## src/rtl/accdec_pkg.sv

```systemverilog
// Package: shared opcode encoding and the control-line bundle for the
// accumulator processor decoder. Assumes a 3-bit opcode space fully used.
package accdec_pkg;
    localparam int OP_W  = 3;
    localparam int N_OPS = 1 << OP_W;

    typedef enum logic [OP_W-1:0] {
        OP_HALT  = 3'd0,
        OP_ADD   = 3'd1,
        OP_AND   = 3'd2,
        OP_XOR   = 3'd3,
        OP_LDA   = 3'd4,
        OP_LOAD  = 3'd5,
        OP_STORE = 3'd6,
        OP_BRZ   = 3'd7
    } op_e;

    typedef struct packed {
        logic halt;
        logic alu_add;
        logic alu_and;
        logic alu_xor;
        logic acc_sel_alu;
        logic acc_sel_mem;
        logic acc_sel_ir;
        logic addr_sel_pc;
        logic addr_sel_ir;
        logic ir_wr;
        logic acc_wr;
        logic mem_wr;
        logic pc_inc;
        logic pc_load;
        logic pc_wr;
    } ctl_lines_t;
endpackage

```

## src/rtl/accdec_phase_qual.sv

```systemverilog
// Module: qualifies the raw phase levels and strobes.
// Fetch wins when both levels are high; a strobe counts only inside
// its own phase level. Assumes the phase generator is otherwise sane.
module accdec_phase_qual (
    input  logic ph_fetch,
    input  logic stb_fetch,
    input  logic ph_exec,
    input  logic stb_exec,
    output logic in_fetch,
    output logic fetch_commit,
    output logic in_exec,
    output logic exec_commit
);
    // Purpose: derive the effective phase and the gated commit pulses.
    always_comb begin
        in_fetch     = ph_fetch;
        fetch_commit = ph_fetch & stb_fetch;
        in_exec      = ph_exec & ~ph_fetch;
        exec_commit  = in_exec & stb_exec;
    end
endmodule

```

## src/rtl/accdec_op_onehot.sv

```systemverilog
// Module: expands the binary opcode into one line per opcode value.
// Assumes the opcode is a known value; exactly one output is high.
module accdec_op_onehot
    import accdec_pkg::*;
#(
    parameter int W = OP_W,
    localparam int N = 1 << W
) (
    input  logic [W-1:0] opcode,
    output logic [N-1:0] op_hot
);
    for (genvar i = 0; i < N; i++) begin : g_hot
        // Purpose: raise line i when the opcode equals i.
        assign op_hot[i] = (opcode == W'(i));
    end
endmodule

```

## src/rtl/accdec_line_drive.sv

```systemverilog
// Module: forms the fifteen control lines from the qualified phase,
// the one-hot opcode and the zero flag. Assumes in_fetch and in_exec
// are never both high (the qualifier guarantees this).
module accdec_line_drive
    import accdec_pkg::*;
(
    input  logic             in_fetch,
    input  logic             fetch_commit,
    input  logic             in_exec,
    input  logic             exec_commit,
    input  logic [N_OPS-1:0] op_hot,
    input  logic             acc_zero,
    output ctl_lines_t       lines
);
    logic is_alu;
    logic writes_acc;
    logic uses_mem_addr;
    logic take_branch;

    // Purpose: group opcodes that share datapath routing.
    assign is_alu        = op_hot[OP_ADD] | op_hot[OP_AND] | op_hot[OP_XOR];
    assign writes_acc    = is_alu | op_hot[OP_LOAD] | op_hot[OP_LDA];
    assign uses_mem_addr = is_alu | op_hot[OP_LOAD] | op_hot[OP_STORE];
    assign take_branch   = exec_commit & op_hot[OP_BRZ] & acc_zero;

    // Purpose: drive every control line for the current phase.
    always_comb begin
        lines = '0;
        if (in_fetch) begin
            lines.addr_sel_pc = 1'b1;
            lines.pc_inc      = 1'b1;
            lines.ir_wr       = fetch_commit;
            lines.pc_wr       = fetch_commit;
        end else if (in_exec) begin
            lines.halt        = op_hot[OP_HALT];
            lines.alu_add     = op_hot[OP_ADD];
            lines.alu_and     = op_hot[OP_AND];
            lines.alu_xor     = op_hot[OP_XOR];
            lines.acc_sel_alu = is_alu;
            lines.acc_sel_mem = op_hot[OP_LOAD];
            lines.acc_sel_ir  = op_hot[OP_LDA];
            lines.addr_sel_ir = uses_mem_addr;
            lines.acc_wr      = exec_commit & writes_acc;
            lines.mem_wr      = exec_commit & op_hot[OP_STORE];
            lines.pc_load     = take_branch;
            lines.pc_wr       = take_branch;
        end
    end
endmodule

```

## src/rtl/accdec_top.sv

```systemverilog
// Module: top of the control-line decoder. Purely combinational.
// Assumes strobes are pulses inside their phase levels; anything else
// is tolerated (gated off, fetch taking priority on overlap).
module accdec_top
    import accdec_pkg::*;
(
    input  logic            ph_fetch,
    input  logic            stb_fetch,
    input  logic            ph_exec,
    input  logic            stb_exec,
    input  logic [OP_W-1:0] opcode,
    input  logic            acc_zero,
    output logic            halt,
    output logic            alu_add,
    output logic            alu_and,
    output logic            alu_xor,
    output logic            acc_sel_alu,
    output logic            acc_sel_mem,
    output logic            acc_sel_ir,
    output logic            addr_sel_pc,
    output logic            addr_sel_ir,
    output logic            ir_wr,
    output logic            acc_wr,
    output logic            mem_wr,
    output logic            pc_inc,
    output logic            pc_load,
    output logic            pc_wr
);
    logic             in_fetch, fetch_commit, in_exec, exec_commit;
    logic [N_OPS-1:0] op_hot;
    ctl_lines_t       lines;

    accdec_phase_qual u_qual (
        .ph_fetch    (ph_fetch),
        .stb_fetch   (stb_fetch),
        .ph_exec     (ph_exec),
        .stb_exec    (stb_exec),
        .in_fetch    (in_fetch),
        .fetch_commit(fetch_commit),
        .in_exec     (in_exec),
        .exec_commit (exec_commit)
    );

    accdec_op_onehot #(.W(OP_W)) u_hot (
        .opcode(opcode),
        .op_hot(op_hot)
    );

    accdec_line_drive u_drive (
        .in_fetch    (in_fetch),
        .fetch_commit(fetch_commit),
        .in_exec     (in_exec),
        .exec_commit (exec_commit),
        .op_hot      (op_hot),
        .acc_zero    (acc_zero),
        .lines       (lines)
    );

    // Purpose: break the bundle out onto the named ports.
    always_comb begin
        halt        = lines.halt;
        alu_add     = lines.alu_add;
        alu_and     = lines.alu_and;
        alu_xor     = lines.alu_xor;
        acc_sel_alu = lines.acc_sel_alu;
        acc_sel_mem = lines.acc_sel_mem;
        acc_sel_ir  = lines.acc_sel_ir;
        addr_sel_pc = lines.addr_sel_pc;
        addr_sel_ir = lines.addr_sel_ir;
        ir_wr       = lines.ir_wr;
        acc_wr      = lines.acc_wr;
        mem_wr      = lines.mem_wr;
        pc_inc      = lines.pc_inc;
        pc_load     = lines.pc_load;
        pc_wr       = lines.pc_wr;
    end

    // Purpose: guard the output contract against the raw port inputs.
    always_comb begin
        a_r11_alu_sel_onehot: assert ($onehot0({lines.alu_add, lines.alu_and, lines.alu_xor}))
            else $error("R11 ALU selects overlap");
        a_r11_acc_sel_onehot: assert ($onehot0({lines.acc_sel_alu, lines.acc_sel_mem, lines.acc_sel_ir}))
            else $error("R11 accumulator selects overlap");
        a_r11_addr_sel_onehot: assert ($onehot0({lines.addr_sel_pc, lines.addr_sel_ir}))
            else $error("R11 address selects overlap");
        a_r9_fetch_wr_in_strobe: assert (!lines.ir_wr || (ph_fetch && stb_fetch))
            else $error("R9 IR write outside fetch strobe");
        a_r9_exec_wr_in_strobe: assert (!(lines.acc_wr || lines.mem_wr) || (ph_exec && stb_exec && !ph_fetch))
            else $error("R9 execute write outside execute strobe");
        a_r7_load_needs_zero: assert (!lines.pc_load || (acc_zero && opcode == OP_BRZ && stb_exec))
            else $error("R7 PC load without taken branch");
        a_r8_halt_in_exec: assert (!lines.halt || (ph_exec && !ph_fetch && opcode == OP_HALT))
            else $error("R8 halt outside execute");
    end
endmodule

```

## config.mk

```make
export PLATFORM = sky130hd
export DESIGN_NAME = accdec_top
export DESIGN_NICKNAME = d
export VERILOG_FILES = /design/src/rtl/accdec_pkg.sv /design/src/rtl/accdec_phase_qual.sv /design/src/rtl/accdec_op_onehot.sv /design/src/rtl/accdec_line_drive.sv /design/src/rtl/accdec_top.sv
export SDC_FILE = /design/constraint.sdc
export NUM_CORES = 1
export LEC_CHECK = 0
export CAP_MARGIN = 20
export CORE_AREA = 2 2 39 41
export DETAILED_ROUTE_END_ITERATION = 7
export DIE_AREA = 0 0 41 43
export PLACE_DENSITY = 0.53
export SLEW_MARGIN = 5
export SYNTH_ARGS = -nofsm -noshare
export SYNTH_HDL_FRONTEND = slang
export SYNTH_SLANG_ARGS = --single-unit
```

## constraint.sdc

```tcl
create_clock -name vclk -period 3.3
set_clock_uncertainty 0.2 [all_clocks]
set_input_delay 0.99 -clock vclk [all_inputs]
set_output_delay 0.99 -clock vclk [all_outputs]
set_load 0.05 [all_outputs]
```

Word level (Yosys, flattened, before mapping)
Index checks and enable logic that the tools add are counted.
{"block": "op_classes", "shift": 0, "reduce_logical": 1, "div": 0, "bitwise_logic": 13, "n_mux": 11, "eq_ne": 7, "order_cmp": 0, "multipliers": 0, "n_addsub": 0}
{"operator": "7-bit two-way mux", "n": 2}
{"operator": "3-bit equality test (second input constant)", "n": 4}
{"operator": "1-bit AND", "n": 7}
{"operator": "3-bit by 2-bit equality test with 1-bit output (second input constant)", "n": 2}
{"operator": "1-bit two-way mux", "n": 6}
{"operator": "2-bit two-way mux", "n": 3}
{"operator": "1-bit OR", "n": 5}
{"operator": "3-bit by 1-bit equality test with 1-bit output (second input constant)", "n": 1}
{"operator": "3-bit logical NOT", "n": 1}
{"operator": "1-bit NOT", "n": 1}
{"block": "totals", "romBits": 0, "mem_bits_rw": 0, "latch_bits": 0, "mem_count": 0, "output_inout_bits": 15, "ff_bits": 0, "input_bits": 8}

Depth between registers and ports, before layout
Gate-level depths: netlist (run 1).
{"block": "logic_depth", "ltp_word": 8, "mapped_depth": 3, "ltp_nobuf": 2}

Modules after synthesis
From an unflattened synthesis (run 1), not the netlist that was laid out.
{"block": "unflattened", "cells_unflattened": 33, "area_unflattened_um2": 249.0}
{"module": "accdec_line_drive", "area_per_inst_um2": 150.1, "n_inst": 1, "cells_each": 21}
{"module": "accdec_op_onehot", "area_per_inst_um2": 65.1, "n_inst": 1, "cells_each": 8}
{"module": "accdec_phase_qual", "area_per_inst_um2": 33.8, "n_inst": 1, "cells_each": 4}

Least setup slack after synthesis (run 1)
No wires, ideal clock.
{"block": "synth_timing", "path_kind": "input-to-output", "start": "input opcode[1]", "end": "output addr_sel_ir", "path_buffers": 1, "t_required_ns": 2.110, "t_arrival_ns": 2.769, "setup_slack_ns": -0.659, "stages": 3, "path_cell_list": "buf_2 nand3_1 nor4bb_1"}
{"block": "synth_between", "elab_chain_len": 7, "word_cells_on_any_way": 11, "cone_classes": "eq/ne: 5; mux: 2; bitwise: 4"}
{"element": "from (decl)", "line": "accdec_top.sv:11", "text": "input logic [OP_W-1:0] opcode,"}
{"element": "3-bit by 1-bit equality test with 1-bit output / 3-bit by 2-bit equality test with 1-bit output (equally long branches)", "line": "accdec_op_onehot.sv:14", "text": "assign op_hot[i] = (opcode == W'(i));"}
{"element": "1-bit OR (2 in a row)", "line": "accdec_line_drive.sv:21", "text": "assign is_alu = op_hot[OP_ADD] | op_hot[OP_AND] | op_hot[OP_XOR];"}
{"element": "1-bit OR", "line": "accdec_line_drive.sv:23", "text": "assign uses_mem_addr = is_alu | op_hot[OP_LOAD] | op_hot[OP_STORE];"}
{"element": "1-bit OR *", "line": "accdec_line_drive.sv:23"}
{"element": "1-bit two-way mux *", "line": "accdec_line_drive.sv:34", "text": "end else if (in_exec) begin"}
{"element": "1-bit two-way mux *", "line": "accdec_line_drive.sv:29", "text": "if (in_fetch) begin"}
{"element": "to (decl)", "line": "accdec_top.sv:21", "text": "output logic addr_sel_ir,"}
Every way passes the cells marked *; elsewhere a longest branch is shown, timed or not.

Final worst setup path (run 1)
{"block": "layout_timing", "start": "input ph_fetch", "end": "output pc_wr"}
{"block": "layout_between", "elab_chain_len": 7, "word_cells_on_any_way": 8, "cone_classes": "mux: 2; bitwise: 6"}
{"element": "from (decl)", "line": "accdec_top.sv:7", "text": "input logic ph_fetch,"}
{"element": "1-bit NOT", "line": "accdec_phase_qual.sv:18", "text": "in_exec = ph_exec & ~ph_fetch;"}
{"element": "1-bit AND", "line": "accdec_phase_qual.sv:18"}
{"element": "1-bit AND", "line": "accdec_phase_qual.sv:19", "text": "exec_commit = in_exec & stb_exec;"}
{"element": "1-bit AND (2 in a row)", "line": "accdec_line_drive.sv:24", "text": "assign take_branch = exec_commit & op_hot[OP_BRZ] & acc_zero;"}
{"element": "2-bit two-way mux", "line": "accdec_line_drive.sv:34"}
{"element": "1-bit two-way mux *", "line": "accdec_line_drive.sv:29"}
{"element": "to (decl)", "line": "accdec_top.sv:27", "text": "output logic pc_wr"}
Marks and branches as above.

==> results of run 1 <==
-- area by class of cell --
cell class | count | area share, %
repair buffers | 37 | 71.3
well taps | 16 | 2.91
multi-input cells | 24 | 25.8
-- where the power goes --
part | internal, mW | switching, mW | leakage [nW] | total, mW
Combinational | 0.0431 | 0.0400 | 0.292 | 0.0831
Sequential | 0 | 0 | 0 | 0
Clock | 0 | 0 | 0 | 0
Total | 0.0431 | 0.0400 | 0.292 | 0.0831
-- worst max path at each step --
stage                          from     endpoint  slack [ps]  cells past startpoint
after floorplan           opcode[1]  addr_sel_ir        -140                      3
after global placement     ph_fetch        pc_wr        -150                      5
after detailed placement   ph_fetch        pc_wr        -150                      5
after CTS                  stb_exec        pc_wr          30                      4
after global routing       ph_fetch        pc_wr           5                      5
final                      ph_fetch        pc_wr          50                      5
-- stage by stage --
stage | hold WS [ps] | util, % | worst slack [ps] | setup TNS [ps] | total power, mW
floorplan | 1880 | - | -142 | -273 | 0.0344
global placement | 2490 | 47.1 | -152 | -1410 | 0.0813
detailed placement | 2490 | 47.1 | -150 | -1350 | 0.0819
CTS | 2360 | 48.6 | 28.0 | 0 | 0.0829
global route | 2240 | 49.7 | 4.76 | 0 | 0.0882
finish | 2200 | 49.7 | 50.2 | 0 | 0.0831
-- critical path, stage by stage --
cell and delay (ps):
dlygate4sd2_1 260, buf_6 130, nand4b_1 230, o21bai_1 250, clkbuf_16 200
-- synthesized netlist by cell type --
master    n
nor2_1    8
buf_2     2
buf_4     2
nand2b_1  2
nand3_1   2
nand3b_1  2
nor3_1    2
a211oi_1  1
and2_1    1
nand2_1   1
nand4b_1  1
nor3_2    1
nor4bb_1  1
o21bai_1  1
or3b_4    1
-- metal layers --
layer,global-route usage [%],part of all wire (%),up-vias
li1,-,-,162
met1,13.0,35,139
met3,4.71,15,0
met5,0,0,-
met4,0,0,0
met2,14.7,50,16
-- kinds of logic (layout without fill, tap and decap cells) --
group                  count (synthesis)  after routing  share of synthesized area [%]
and+or+nand+nor                       22             22                           76.1
AOI/OAI and AO/OA                      2              2                           8.96
buffers and inverters                  4             37                           14.9
-- timing repair --
action                                  CTS  global route
endpoints found under the setup margin   12             2
gates resized for setup                  13             2
buffers inserted                          0             1
pin swaps                                 3             3
==> out/metrics.yaml, run 1 <==
seq_cells: 0
ant_nets: 0
drt-total-wl_um: 696
path_class: "input port to output port"
dp_hpwl_um: 621
num-fill-cells: 125
arrival_ps: 2060
final_cell_mix: "14 x buf_12, 13 x buf_4, 5 x dlygate4sd2_1"
antenna_cells: 0
dr_total_vias: 317
yosys_warnings: 0
hold_path_depth: 4
fin_cells: 77
rows: 14
grt_max_degree: 7
crit_required_ps: 2110
status: "complete, no violations"
yosysSeqAreaShare_pct: 0
min_period_over_period_pct: 98.5
slew-limit-headroom_pct: 82.9
hold_buffers: 0
grt_pass1_wl_mm: 1.28
area_growth_pct: 310
seq_area_sq_um: 0
grt_util_all_layers_pct: 9.70
worst_pin_slew_ps: 256
nNetsFinal: 71
p_leak_nw: 0.292
ir_drop_mv: 0.0701
path_max_fanout: 5
synth.top_cell.area_share_pct: 17.9
min_to: "acc_wr"
dieWidth_um: 41
netlist_instances: 28
synth_area_per_cell_sq_um: 5.99
power.density_nw_per_um2: 121
hp-class: "input port to output port"
layout.cells.most_common: "buf_12"
min_from: "stb_exec"
initial_core_util_pct: 12.1
drive_gt1_share_pct: 62.3
fmax_ghz: 0.308
overflow: 0
syn_area_sq_um: 168
max_cap_violations: 0
routed_via_density: 4.12
end_kind: "output port"
fin_area_sq_um: 688
grt_setup_unrepaired: "false"
portBuffers: 23
setup_violations: 0
multi_input_area_sq_um: 178
dpl.cell_count: 76
firstDrtPassIters: 4
die-area_sq_um: 1760
antenna_found_initial: 0
grt_pass1_vias: 311
drc: 0
yosysUniqueCellTypes: 15
synthTopCellsByArea: "nor2_1 18%, buf_4 9.0%, nand3b_1 9.0%, nand2b_1 7.5%, or3b_4 6.7%"
pin_count: 23
finalHoldViolCount: 0
gp_congestion: 0.718
place_area_sq_um: 652
syn_nets: 36
die_y_um: 43
avgRoutedWirePerCell_um: 9.04
yosysTopAreaCell: "nor2_1"
report.final.slew_viol_count: 0
clkbuf_count: 0
drt_iter0_drc: 2
startpoint_type: "input port"
core_area_sq_um: 1380
fin_crit_ps: 3250
No activity file was read; power rests on OpenSTA's default activity.
==> run 2: changes to the inputs <==
- ABC_CLOCK_PERIOD_IN_PS: default -> 3300
- PLACE_DENSITY: 0.53 -> 0.56
==> run 2 against run 1 <==
- final cell count decreased by 1.3%
- highest routed layer unchanged
- non-clock buffer count down 1
- flip-flop and latch count stayed put
- setup slack improved by 12 ps
- wire length is 5.6% lower
- combinational power fell by 2%
==> out/metrics.yaml, run 2 (same netlist as run 1, synthesis figures left out) <==
final_cell_mix: "15 x buf_12, 13 x buf_4, 5 x dlygate4sd2_1"  # was 14 x buf_12, 13 x buf_4, 5 x dlygate4sd2_1
p_switching_mw: 0.0396  # was 0.0400 mW
drt_iter0_drc: 3  # was 2
report.final.slew_viol_count: 0  # unchanged
min_period_over_period_pct: 98.1  # was 98.5%
hp-class: "input port to output port"  # unchanged
fmax_ghz: 0.309  # was 0.308 GHz
dr_total_vias: 314  # was 317
rows: 14  # unchanged
nNetsFinal: 70  # was 71
grt_max_degree: 7  # unchanged
seq_area_sq_um: 0  # unchanged
clkPwrFrac_pct: 0  # about the same
finalHoldViolCount: 0  # unchanged
path_class: "input port to output port"  # unchanged
drc: 0  # unchanged
hold_buffers: 0  # unchanged
portBuffers: 23  # unchanged
power.internal_mw: 0.0420  # was 0.0431 mW
seq_power_share_pct: 0  # about the same
ant_nets: 0  # unchanged
dp_hpwl_um: 598  # was 621 um
tns_ps: 0  # unchanged
worst_pin_slew_ps: 269  # was 256 ps
startpoint_type: "input port"  # unchanged
setup_violations: 0  # unchanged
drive_gt1_share_pct: 61.7  # was 62.3%
crit_required_ps: 2110  # about the same
firstDrtPassIters: 2  # was 4
routed_via_density: 4.13  # was 4.12
grt_pass1_wl_mm: 1.28  # unchanged
power.density_nw_per_um2: 122  # was 121 nW/um^2
die-area_sq_um: 1760  # unchanged
avgRoutedWirePerCell_um: 8.64  # was 9.04 um
p_leak_nw: 0.278  # was 0.292 nW
seq_cells: 0  # unchanged
fin_cells: 76  # was 77
gp_congestion: 0.734  # was 0.718
layout.cells.most_common: "buf_12"  # unchanged
cpPeakStageDelay_ps: 470  # was 260 ps
max_cap_violations: 0  # unchanged
overflow: 0  # unchanged
antenna_cells: 0  # unchanged
core_area_sq_um: 1380  # unchanged
cp_num_buf_inv: 2  # was 3
p_comb_share_pct: 100.0  # about the same
end_kind: "output port"  # unchanged
dpl.cell_count: 76  # unchanged
ir_drop_mv: 0.0520  # was 0.0701 mV
post-route-util_pct: 48.5  # was 49.7%
grt_util_all_layers_pct: 9.59  # was 9.70%
die_y_um: 43  # unchanged
place_area_sq_um: 652  # unchanged
area_growth_pct: 300  # was 310%
dieWidth_um: 41  # unchanged
fin_crit_ps: 3240  # was 3250 ps
grt_setup_unrepaired: "true"  # was false
crit_slowest_cell: "or3b_4"  # was dlygate4sd2_1
initial_core_util_pct: 12.1  # unchanged
pin_count: 23  # unchanged
worstPathCellList: "dlygate4sd2_1, or3b_4, nor3_4, buf_12"  # was dlygate4sd2_1, buf_6, nand4b_1, o21bai_1, clkbuf_16
fin_area_sq_um: 671  # was 688 sq um
path_max_fanout: 5  # unchanged
clkbuf_count: 0  # unchanged
crit_family: "simple AND/OR/NAND/NOR gates"  # was buffers and inverters
slew-limit-headroom_pct: 82.0  # was 82.9%
drt-total-wl_um: 657  # was 696 um
status: "complete, no violations"  # unchanged
antenna_found_initial: 0  # unchanged
netSwitchingFraction_pct: 48.5  # was 48.2%
arrival_ps: 2050  # was 2060 ps
grt_pass1_vias: 313  # was 311
## run 2: changes by cell type in the layout (fill, tap and decap cells not counted), sizes merged
cell           previous run  this run
dlymetal6s2s              1         0
clkbuf                    1         0
clkdlybuf4s50             2         3
## run 2: repair_timing
item                       4_1_cts  5_1_grt
setup buffers                    0        0
resized for setup               12        0
pin swaps                        2        2
setup endpoints to repair       12        3
## run 2: worst min-delay path, delay by kind of cell
kind	cells	cell delay, ps
buf+inv	3	560
## run 2: final timing paths
kind / endpoint / startpoint / cells past startpoint / slack (ps)
hold / removal: addr_sel_pc / ph_fetch / 3 / 2340
setup / recovery: halt / ph_fetch / 4 / 60
## run 2: area by class of cell
type	instances	area, sq um
Fill cell	140	713
Multi-Input combinational cell	24	179
Tap cell	16	20.0
Timing Repair Buffer	36	472
## run 2: power by group through the flow
stage	logic [mW]	registers, mW	clock network, mW
after floorplan	0.0344	0	0
after global placement	0.0809	0	0
after detailed placement	0.0815	0	0
after CTS	0.0823	0	0
after global routing	0.0864	0	0
final	0.0817	0	0
## run 2: metrics by stage
| stage | setup slack [ps] | hold slack [ps] | power, mW |
|---|---|---|---|
| after floorplan | -142 | 1880 | 0.0344 |
| after global placement | -180 | 2490 | 0.0809 |
| after detailed placement | -174 | 2500 | 0.0815 |
| after CTS | 4.55 | 2350 | 0.0823 |
| after global routing | -15.8 | 2380 | 0.0864 |
| final | 62.2 | 2340 | 0.0817 |
## run 2: layer usage
layer	up-vias	GRT usage, %	wire [um]
li1	161	-	-
met1	138	13.6	241
met2	15	15.0	338
met3	0	2.62	77
met4	0	0	0
met5	-	0	0
